===== src/rtl/lrs_pkg.sv =====
package lrs_pkg;
  typedef enum logic [1:0] {
    ST_IDLE  = 2'd0,
    ST_WALK  = 2'd1,
    ST_DRAIN = 2'd2
  } lrs_state_e;
endpackage


===== src/rtl/lrs_setup.sv =====
// Per-line geometry: major axis choice, lengths, step directions, start point.
module lrs_setup #(
  parameter int CW = 12
) (
  input  logic signed [CW-1:0] x0_i,
  input  logic signed [CW-1:0] y0_i,
  input  logic signed [CW-1:0] x1_i,
  input  logic signed [CW-1:0] y1_i,
  output logic                 x_major_o,
  output logic        [CW:0]   maj_len_o,
  output logic        [CW:0]   min_len_o,
  output logic                 maj_neg_o,
  output logic                 min_neg_o,
  output logic signed [CW-1:0] maj0_o,
  output logic signed [CW-1:0] min0_o
);
  logic signed [CW:0] dx, dy;
  logic        [CW:0] adx, ady;

  always_comb begin
    dx  = {x1_i[CW-1], x1_i} - {x0_i[CW-1], x0_i};
    dy  = {y1_i[CW-1], y1_i} - {y0_i[CW-1], y0_i};
    adx = dx[CW] ? $unsigned(-dx) : $unsigned(dx);
    ady = dy[CW] ? $unsigned(-dy) : $unsigned(dy);
    x_major_o = (adx >= ady);
    if (x_major_o) begin
      maj_len_o = adx;
      min_len_o = ady;
      maj_neg_o = dx[CW];
      min_neg_o = dy[CW];
      maj0_o    = x0_i;
      min0_o    = y0_i;
    end else begin
      maj_len_o = ady;
      min_len_o = adx;
      maj_neg_o = dy[CW];
      min_neg_o = dx[CW];
      maj0_o    = y0_i;
      min0_o    = x0_i;
    end
  end
endmodule


===== src/rtl/lrs_stepper.sv =====
// Error term: r_k = (2km + M) mod 2M; wrap_o flags a minor step on the next major step.
module lrs_stepper #(
  parameter int LW = 13
) (
  input  logic          clk_i,
  input  logic          rst_ni,
  input  logic          load_i,
  input  logic          step_i,
  input  logic [LW-1:0] maj_len_i,
  input  logic [LW-1:0] min_len_i,
  output logic          last_o,
  output logic          wrap_o
);
  localparam int RW = LW + 2;

  logic [LW-1:0] maj_len_q, min_len_q, k_q;
  logic [RW-1:0] r_q, sum, two_maj;

  always_comb begin
    sum     = r_q + {1'b0, min_len_q, 1'b0};
    two_maj = {1'b0, maj_len_q, 1'b0};
    wrap_o  = (sum >= two_maj);
    last_o  = (k_q == maj_len_q);
  end

  always_ff @(posedge clk_i or negedge rst_ni) begin
    if (!rst_ni) begin
      maj_len_q <= '0;
      min_len_q <= '0;
      k_q       <= '0;
      r_q       <= '0;
    end else if (load_i) begin
      maj_len_q <= maj_len_i;
      min_len_q <= min_len_i;
      k_q       <= '0;
      r_q       <= {2'b00, maj_len_i};
    end else if (step_i) begin
      k_q <= k_q + 1'b1;
      r_q <= wrap_o ? (sum - two_maj) : sum;
    end
  end
endmodule


===== src/rtl/lrs_rect_slot.sv =====
// Output register: maps major/minor run back to x/y and orders the corners.
module lrs_rect_slot #(
  parameter int CW = 12
) (
  input  logic                 clk_i,
  input  logic                 rst_ni,
  input  logic                 load_i,
  input  logic                 x_major_i,
  input  logic signed [CW-1:0] run_a_i,
  input  logic signed [CW-1:0] run_b_i,
  input  logic signed [CW-1:0] minc_i,
  input  logic                 ready_i,
  output logic                 valid_o,
  output logic signed [CW-1:0] ll_x_o,
  output logic signed [CW-1:0] ll_y_o,
  output logic signed [CW-1:0] ur_x_o,
  output logic signed [CW-1:0] ur_y_o
);
  logic signed [CW-1:0] lo, hi;

  always_comb begin
    lo = (run_a_i <= run_b_i) ? run_a_i : run_b_i;
    hi = (run_a_i <= run_b_i) ? run_b_i : run_a_i;
  end

  always_ff @(posedge clk_i or negedge rst_ni) begin
    if (!rst_ni) begin
      valid_o <= 1'b0;
      ll_x_o  <= '0;
      ll_y_o  <= '0;
      ur_x_o  <= '0;
      ur_y_o  <= '0;
    end else if (load_i) begin
      valid_o <= 1'b1;
      if (x_major_i) begin
        ll_x_o <= lo;
        ur_x_o <= hi;
        ll_y_o <= minc_i;
        ur_y_o <= minc_i;
      end else begin
        ll_y_o <= lo;
        ur_y_o <= hi;
        ll_x_o <= minc_i;
        ur_x_o <= minc_i;
      end
    end else if (ready_i) begin
      valid_o <= 1'b0;
    end
  end
endmodule


===== src/rtl/line_run_splitter.sv =====
module line_run_splitter #(
  parameter int CW = 12
) (
  input  logic                 clk_i,
  input  logic                 rst_ni,
  input  logic                 start_i,
  input  logic signed [CW-1:0] x0_i,
  input  logic signed [CW-1:0] y0_i,
  input  logic signed [CW-1:0] x1_i,
  input  logic signed [CW-1:0] y1_i,
  output logic                 rect_valid_o,
  input  logic                 rect_ready_i,
  output logic signed [CW-1:0] ll_x_o,
  output logic signed [CW-1:0] ll_y_o,
  output logic signed [CW-1:0] ur_x_o,
  output logic signed [CW-1:0] ur_y_o,
  output logic                 done_o
);
  import lrs_pkg::*;

  localparam int LW = CW + 1;
  localparam logic signed [CW-1:0] ONE_C = 1;

  lrs_state_e state_q;

  logic                 s_x_major, s_maj_neg, s_min_neg;
  logic        [LW-1:0] s_maj_len, s_min_len;
  logic signed [CW-1:0] s_maj0, s_min0;

  logic                 x_major_q, maj_neg_q, min_neg_q, done_q;
  logic signed [CW-1:0] cur_maj_q, cur_min_q, run_start_q;
  logic signed [CW-1:0] nxt_maj, nxt_min;

  logic accept, adv, walk_adv, last, wrap, emit, step;

  lrs_setup #(.CW(CW)) u_setup (
    .x0_i      (x0_i),
    .y0_i      (y0_i),
    .x1_i      (x1_i),
    .y1_i      (y1_i),
    .x_major_o (s_x_major),
    .maj_len_o (s_maj_len),
    .min_len_o (s_min_len),
    .maj_neg_o (s_maj_neg),
    .min_neg_o (s_min_neg),
    .maj0_o    (s_maj0),
    .min0_o    (s_min0)
  );

  always_comb begin
    accept   = start_i && (state_q == ST_IDLE);
    adv      = !rect_valid_o || rect_ready_i;  // slot free after this edge
    walk_adv = (state_q == ST_WALK) && adv;
    emit     = walk_adv && (last || wrap);
    step     = walk_adv && !last;
    nxt_maj  = maj_neg_q ? (cur_maj_q - ONE_C) : (cur_maj_q + ONE_C);
    nxt_min  = min_neg_q ? (cur_min_q - ONE_C) : (cur_min_q + ONE_C);
  end

  lrs_stepper #(.LW(LW)) u_step (
    .clk_i     (clk_i),
    .rst_ni    (rst_ni),
    .load_i    (accept),
    .step_i    (step),
    .maj_len_i (s_maj_len),
    .min_len_i (s_min_len),
    .last_o    (last),
    .wrap_o    (wrap)
  );

  lrs_rect_slot #(.CW(CW)) u_slot (
    .clk_i     (clk_i),
    .rst_ni    (rst_ni),
    .load_i    (emit),
    .x_major_i (x_major_q),
    .run_a_i   (run_start_q),
    .run_b_i   (cur_maj_q),
    .minc_i    (cur_min_q),
    .ready_i   (rect_ready_i),
    .valid_o   (rect_valid_o),
    .ll_x_o    (ll_x_o),
    .ll_y_o    (ll_y_o),
    .ur_x_o    (ur_x_o),
    .ur_y_o    (ur_y_o)
  );

  always_ff @(posedge clk_i or negedge rst_ni) begin
    if (!rst_ni) begin
      state_q     <= ST_IDLE;
      x_major_q   <= 1'b0;
      maj_neg_q   <= 1'b0;
      min_neg_q   <= 1'b0;
      cur_maj_q   <= '0;
      cur_min_q   <= '0;
      run_start_q <= '0;
      done_q      <= 1'b0;
    end else begin
      done_q <= 1'b0;
      unique case (state_q)
        ST_IDLE: if (accept) begin
          state_q     <= ST_WALK;
          x_major_q   <= s_x_major;
          maj_neg_q   <= s_maj_neg;
          min_neg_q   <= s_min_neg;
          cur_maj_q   <= s_maj0;
          cur_min_q   <= s_min0;
          run_start_q <= s_maj0;
        end
        ST_WALK: if (walk_adv) begin
          if (last) begin
            state_q <= ST_DRAIN;
          end else begin
            cur_maj_q <= nxt_maj;
            if (wrap) begin
              cur_min_q   <= nxt_min;
              run_start_q <= nxt_maj;
            end
          end
        end
        ST_DRAIN: if (adv) begin
          state_q <= ST_IDLE;
          done_q  <= 1'b1;
        end
        default: state_q <= ST_IDLE;
      endcase
    end
  end

  assign done_o = done_q;
endmodule


===== config.mk =====
export PLATFORM = sky130hd
export DESIGN_NAME = line_run_splitter
export DESIGN_NICKNAME = d
export VERILOG_FILES = /design/src/rtl/lrs_pkg.sv /design/src/rtl/lrs_setup.sv /design/src/rtl/lrs_stepper.sv /design/src/rtl/lrs_rect_slot.sv /design/src/rtl/line_run_splitter.sv
export SDC_FILE = /design/constraint.sdc
export NUM_CORES = 1
export LEC_CHECK = 0
export ABC_AREA = 1
export BUFFER_PORTS_ARGS = -buffer_cell sky130_fd_sc_hd__buf_2
export CAP_MARGIN = 10
export CORE_UTILIZATION = 50
export CTS_CLUSTER_SIZE = 20
export DETAILED_ROUTE_END_ITERATION = 6
export PLACE_DENSITY = 0.67
export SYNTH_ARGS = -nofsm -noshare
export SYNTH_HDL_FRONTEND = slang
export SYNTH_SLANG_ARGS = --single-unit
export TNS_END_PERCENT = 100

===== constraint.sdc =====
create_clock -name clk_i -period 5.1 [get_ports clk_i]
set_input_delay 1.275 -clock clk_i [delete_from_list [all_inputs] [get_ports clk_i]]
set_output_delay 1.275 -clock clk_i [all_outputs]
set_load 0.01 [all_outputs]

==> results_dict.tcl, run 1 <==
set metrics [dict create \
    crit_top_cell "nand2_1" \
    ys_warn_count 0 \
    hold_ws_ns 0.4754 \
    synth.area.top_cells "dfrtp_1 (29%), nand2_1 (21%), ha_1 (9.8%), inv_1 (6.7%), nand3_1 (5.9%)" \
    syn_area_sq_um 12510 \
    vias_per_cell 5.352 \
    relSlewSlack_pct 20.87 \
    dr.pass1.iters 5 \
    numClockSinks 145 \
    grt_pass1_wl_mm 62.49 \
    hold_start "u_slot.ll_y_o[7]$_DFFE_PN0P_" \
    gp_congestion 0.9565 \
    cts_tree "built" \
    timing.final.ws_setup_ns 0.1767 \
    tightest_slew_ns 1.187 \
    worstPathArrival_ns 5.25 \
    ys_seq_area_share_pct 29.01 \
    core_area_sq_um 24460 \
    reg2reg_depth 21 \
    clkTransAtPathRegs_ns 0.07 \
    numCtsBuffers 17 \
    start_util_pct 51.14 \
    critPathLaunchType "input port" \
    hp-class "reg -> reg" \
    ant_nets 0 \
    grt_antenna_before_repair 1 \
    outcome "finished, final reports clean" \
    num_io_pins 102 \
    rows 57 \
    h-tree-depth 4 \
    die_x_um 160.2 \
    crit_type "in -> reg" \
    root_buffer "clkbuf_16" \
    clock_latency_ns 0.43 \
    grt_max_degree 79 \
    grt.overflow.total 0 \
    avgSynthCellArea_sq_um 6.529 \
    r2r-start "u_step.min_len_q[0]$_DFFE_PN0P_" \
    hold_violations 0 \
    vias 13226 \
    synthCells 1916 \
    slew_violations 0 \
    fin_cells 2471 \
    yosysUniqueCellTypes 45 \
    post-route-period-util_pct 96.53 \
    wirelength_mm 38.41 \
    r2r_slack_ns 0.61 \
    path_max_fanout 32 \
    fmax_mhz 203.1 \
    dp_cells 2433 \
    pre_cts_slack_ns -0.4424 \
    synth_top_area_share_pct 29.01 \
    final_util_pct 61.19 \
    fillers 2361 \
    wire_per_inst_um 15.55 \
    synthesis.nets 2072 \
    ys_ff_latch 145 \
    drv_cap 0 \
    rsz0062_at_grt "true" \
    crit_slowest_cell "o21ai_0" \
    fp.dieH_um 160.2 \
    cp-end-kind "flop" \
    layout-drive-gt1-share_pct 14.91 \
    hpwl_mm 30.15 \
    r2r-end "run_start_q[2]$_DFFE_PN0P_" \
    setup-violations-final 0 \
    skew_ns 0.01486 \
    grt_usage_pct 30.53 \
    hold_end "u_slot.ll_y_o[7]$_DFFE_PN0P_" \
    nNetsFinal 2289 \
    fin_crit_ns 4.923 \
    slowest_delay_ns 0.42 \
    hold_path_depth 2 \
    portBuffers 101 \
    fp.dieArea_sq_um 25660 \
    holdBufCountCts 0 \
    areaGrowthSynthToFinish_pct 19.65 \
    first_global_vias 12270 \
    synth_top_area_cell "dfrtp_1" \
    drtIter0Drc 1311 \
    cts_buffer_depth 2 \
    drc 0 \
    critPathRequiredTime_ns 5.43 \
]
[critical path: cells and delay by family]
kind,cells,cell delay [ns]
fa+ha+maj,3,0.96
simple gates,11,1.08
buf+inv,6,0.78
compound gates,5,1.14
[area by class of cell]
| cell class | instances | area (sq um) | area share (%) |
|---|---|---|---|
| inverters | 231 | 873.3 | 5.835 |
| flip-flops and latches | 145 | 3628 | 24.24 |
| multi-input cells | 1480 | 7755 | 51.81 |
| clock inverters | 14 | 141.4 | 0.9446 |
| clock buffers | 18 | 429.2 | 2.867 |
| diodes | 1 | 2.502 | 0.01672 |
| well taps | 324 | 405.4 | 2.708 |
| repair buffers | 258 | 1733 | 11.58 |
[placed cells by master (no fill, tap or decap), types with 6 or more instances in the layout]
cell type and count:
fa_1 6, xor2_1 32, nor2_1 97, buf_4 151
dfrtp_1 145, nand3b_1 10, nand4_1 65, o211ai_1 21
nand2_1 696, o221ai_1 8, o31ai_1 6, xnor2_1 13
buf_2 100, inv_2 7, o21bai_1 9, nand3_1 147
a21oi_1 98, clkbuf_16 17, o21ai_0 90, inv_1 221
o21ai_1 20, ha_1 98, nor3_1 21
[worst max path at each step]
stage	start	slack (ns)	endpoint
2_1_floorplan	x1_i[0]	0.29	cur_maj_q[9]$_DFFE_PN0P_
3_3_place_gp	x0_i[0]	-0.42	run_start_q[5]$_DFFE_PN0P_
3_5_place_dp	x0_i[0]	-0.44	run_start_q[5]$_DFFE_PN0P_
4_1_cts	y0_i[0]	0.08	run_start_q[5]$_DFFE_PN0P_
5_1_grt	x0_i[0]	-0.10	u_step.r_q[6]$_DFFE_PN0P_
6_report	y0_i[0]	0.18	cur_min_q[11]$_DFFE_PN0P_
[state kept, by name (all words and copies together), names as in the netlist, 13 cells and up]
| signal | cells |
|---|---|
| u_step.k_q | 13 |
| u_step.maj_len_q | 13 |
| u_step.min_len_q | 13 |
| u_step.r_q | 15 |
[metal layers]
metal / vias to the layer above / wire (um) / global-route usage [%]
li1: 6707 / - / -
met1: 6032 / 18000 / 43.16
met5: - / 0 / 0
met2: 451 / 16710 / 47.04
met4: 0 / 794 / 9.177
met3: 36 / 2903 / 5.896
[stage by stage]
| step | TNS [ns] | area, sq um |
|---|---|---|
| floorplan | 0 | 12510 |
| global placement | -9.948 | 14320 |
| detailed placement | -12.28 | 14320 |
| CTS | 0 | 14890 |
| global route | -1.196 | 14970 |
| finish | 0 | 14970 |
[repair_timing]
item	4_1_cts	5_1_grt
setup buffers	0	5
endpoints found under the setup margin	1	61
pin swaps	0	2
resized for setup	1	21
[cell usage after synthesis]
master,n
a211oi_1,1
a21boi_0,2
a21o_1,3
a21oi_1,99
a21oi_2,1
a22oi_1,1
a31oi_1,1
a41oi_2,1
and2_1,4
buf_1,4
buf_2,20
buf_4,2
buf_6,4
clkbuf_1,30
clkinv_1,1
dfrtp_1,145
fa_1,6
ha_1,98
inv_1,222
inv_2,7
inv_4,1
mux2i_1,1
nand2_1,698
nand2_2,3
nand2_4,2
nand2b_1,1
nand3_1,148
nand3_4,1
nand3b_1,10
nand4_1,65
nor2_1,101
nor3_1,21
nor4_1,5
o211ai_1,21
o211ai_2,1
o21a_1,1
o21ai_0,100
o21ai_1,12
o21bai_1,9
o221ai_1,8
o22ai_1,1
o31ai_1,6
or2_2,3
xnor2_1,13
xor2_1,32
[logic make-up (layout without fill, tap and decap cells)]
kind of cell,after synthesis,after routing,synth area share (%)
compound gates,268,268,12.04
fa+ha+maj,104,104,10.76
xor+xnor,45,45,3.151
flops,145,145,29.01
buf+inv,291,521,9.252
mux,1,1,0.08002
other cells,0,1,0
simple gates,1062,1062,35.71
Power of run 1 is not shown: default switching activity piles up to over one toggle a cycle in this logic, so the estimate is an artifact.
==> run 2, diff against run 1 <==
--- a/config.mk
+++ b/config.mk
@@ -5,13 +5,13 @@
 export SDC_FILE = /design/constraint.sdc
 export NUM_CORES = 1
 export LEC_CHECK = 0
-export ABC_AREA = 1
 export BUFFER_PORTS_ARGS = -buffer_cell sky130_fd_sc_hd__buf_2
 export CAP_MARGIN = 10
+export CORE_ASPECT_RATIO = 1.2
 export CORE_UTILIZATION = 50
 export CTS_CLUSTER_SIZE = 20
 export DETAILED_ROUTE_END_ITERATION = 6
-export PLACE_DENSITY = 0.67
+export PLACE_DENSITY = 0.68
 export SYNTH_ARGS = -nofsm -noshare
 export SYNTH_HDL_FRONTEND = slang
 export SYNTH_SLANG_ARGS = --single-unit
==> run 2 against run 1 <==
The run now ends with DRC, setup timing left; final cell count shrank 24%; global-route usage is 2.2 points lower; via count decreased by 18%; critical path type unchanged.
==> results_dict.tcl, run 2 <==
set metrics [dict create \
    num_io_pins 102 \
    synth_most_common_cell "dfrtp_1" \
    skew_ns 0.01001 \
    wirelength_mm 33.28 \
    grt_usage_pct 28.33 \
    synth_common_cells "dfrtp_1 (145), nand2_1 (120), nor2_1 (115)" \
    worstPathArrival_ns 5.51 \
    layout-drive-gt1-share_pct 30.74 \
    clkTransAtPathRegs_ns 0.06 \
    ys_ff_latch 145 \
    hold_end "u_step.r_q[0]$_DFFE_PN0P_" \
    cts_tree "built" \
    design_area_sq_um 15150 \
    dr.pass1.iters 7 \
    drtIter0Drc 682 \
    yosys.area_share.simple_pct 15.29 \
    synth_fa_ha_area_share_pct 11.82 \
    pre_cts_slack_ns -0.5744 \
    grt.overflow.total 0 \
    path_max_fanout 8 \
    rsz0062_at_grt "true" \
    antenna_cells 0 \
    areaGrowthSynthToFinish_pct 33.04 \
    core_area_sq_um 22370 \
    dpl_cell_area_sq_um 13730 \
    largest_register "u_step.r_q" \
    relSlewSlack_pct 30.72 \
    vias 10784 \
    post-route-period-util_pct 102.0 \
    r2r_slack_ns 0.25 \
    numClockSinks 145 \
    root_buffer "clkbuf_16" \
    hp-class "reg -> reg" \
    mostFrequentLayoutCells "buf_4 (187), dfrtp_1 (144), nand2_1 (116), nor2_1 (106), buf_2 (97)" \
    fin_crit_ns 5.201 \
    synth_edf_count 0 \
    ys_warn_count 0 \
    largest_register_ffs 15 \
    grt_antenna_before_repair 0 \
    yosysUniqueCellTypes 68 \
    synth_top_area_cell "dfrtp_1" \
    avgSynthCellArea_sq_um 8.709 \
    synthesis.nets 1464 \
    setup-violations-final 23 \
    ys_async_sr_fraction_pct 100.0 \
    synth_top_family_by_area "compound AO/OA/AOI/OAI gates" \
    h-tree-depth 4 \
    drv_cap 0 \
    outcome "finished, violations left" \
    grt_pass1_wl_mm 52.71 \
    fp.dieArea_sq_um 23390 \
    fmax_mhz 192.3 \
    cp-end-kind "flop" \
    crit_type "in -> reg" \
    rows 60 \
    vias_per_cell 5.727 \
    syn_area_sq_um 11390 \
    hold_start "u_step.r_q[0]$_DFFE_PN0P_" \
    critPathRequiredTime_ns 5.41 \
    hpwl_mm 25.17 \
    drc 1 \
    fp.dieH_um 167.3 \
    wire_per_inst_um 17.68 \
    fin_tns_setup_ns -1.022 \
    portBuffers 101 \
    layout_commonest_cell "buf_4" \
    register_area_sq_um 3630 \
    slew_violations 0 \
    violations "DRC, setup timing" \
    synth.area.top_cells "dfrtp_1 (32%), ha_1 (11%), mux2i_1 (5.0%), xor2_1 (4.1%), nand2_1 (4.0%)" \
    critPathLaunchType "input port" \
    fillers 1750 \
    ant_nets 0 \
    hold_violations 0 \
    cts_buffer_depth 2 \
    ys.flop_type "dfrtp_1" \
    nNetsFinal 1748 \
    timing.final.ws_setup_ns -0.1010 \
    synth_mux_area_share_pct 7.612 \
    multi_input_area_sq_um 7901 \
    gp_congestion 0.9322 \
    numCtsBuffers 17 \
    tightest_slew_ns 1.039 \
    r2r-end "run_start_q[1]$_DFFE_PN0P_" \
    synthCells 1308 \
    die_x_um 139.8 \
    start_util_pct 50.92 \
    synth_top_area_share_pct 31.85 \
    reg2reg_depth 19 \
    grt_max_degree 83 \
    holdBufCountCts 0 \
    synth-compound-area-share_pct 21.16 \
    hold_path_depth 2 \
    r2r-start "u_step.min_len_q[0]$_DFFE_PN0P_" \
    synth_xor_area_share_pct 7.458 \
    ys_seq_area_share_pct 31.85 \
    first_global_vias 10629 \
    clock_latency_ns 0.43 \
]
[run 2: cell count changes after synthesis, moves of 18 or more]
cell and change:
nand2_1 -578, inv_1 -129, nand3_1 -128, mux2i_1 +56, nand4_1 -53, a22o_1 +49, nand2b_1 +35, xnor2_1 +31
a21o_1 +30, mux2_2 +25, xor2_1 +21, o21ai_0 -18
[run 2: what timing repair did]
| action | CTS | global route |
|---|---|---|
| endpoints found under the setup margin | 92 | 127 |
| resized for setup | 15 | 133 |
| buffers inserted | 8 | 22 |
| gates cloned | 1 | 3 |
| pin swaps | 12 | 47 |
[run 2: routing by layer]
metal | vias to the layer above | GRT usage, % | wire (um)
met5 | - | 0 | 0
met4 | 0 | 11.90 | 1311
met3 | 72 | 3.918 | 943
met2 | 227 | 52.33 | 17280
met1 | 5238 | 32.50 | 13750
li1 | 5247 | - | -
[run 2: kinds of logic after synthesis]
logic type	after synthesis
AOI/OAI and AO/OA	362
xor gates and xnor gates	97
adders and majority gates	104
buffers and inverters	143
DFF	145
muxes	83
and+or+nand+nor	374
[run 2: how the worst max path moves through the flow]
stage / start / end / slack, ns / cells past startpoint
6_report: x1_i[0] / run_start_q[5]$_DFFE_PN0P_ / -0.10 / 22
3_5_place_dp: x1_i[0] / u_step.r_q[3]$_DFFE_PN0P_ / -0.57 / 21
5_1_grt: x1_i[0] / run_start_q[6]$_DFFE_PN0P_ / -0.23 / 23
2_1_floorplan: x1_i[0] / run_start_q[11]$_DFFE_PN0P_ / -0.17 / 20
3_3_place_gp: x1_i[0] / u_step.r_q[3]$_DFFE_PN0P_ / -0.49 / 21
4_1_cts: x0_i[0] / run_start_q[0]$_DFFE_PN0P_ / 0.003 / 20
[run 2: cell type report]
class	count	area share [%]
multi-input cells	1020	52.14
flip-flops and latches	145	23.95
repair buffers	315	15.34
clock buffers	20	3.014
inverters	93	2.403
well taps	279	2.304
clock inverters	11	0.8504
[run 2: critical path, cell delays in order]
cell,delay [ns]
buf_8,0.09
inv_12,0.03
ha_4,0.15
fa_2,0.33
nand2b_4,0.16
a211oi_4,0.30
o21ai_2,0.11
a21bo_2,0.20
o31a_1,0.12
o41a_1,0.43
xor2_1,0.16
ha_2,0.19
or4_4,0.50
nor2_4,0.12
o21ai_2,0.07
o31ai_4,0.24
buf_6,0.17
buf_12,0.14
buf_6,0.13
mux2i_1,0.20
o21ai_1,0.11
mux2_2,0.27
[run 2: metrics by stage]
| stage | util, % | hold WS, ns | std cells |
|---|---|---|---|
| after CTS | 64.59 | 0.4734 | 1862 |
| after global routing | 67.74 | 0.5082 | 1883 |
| after floorplan | - | 0.4370 | 1308 |
| final | 67.74 | 0.4739 | 1883 |
| after detailed placement | 61.38 | 0.4590 | 1822 |
| after global placement | 61.38 | 0.4604 | 1822 |
Power of run 2 is left out for the same reason.
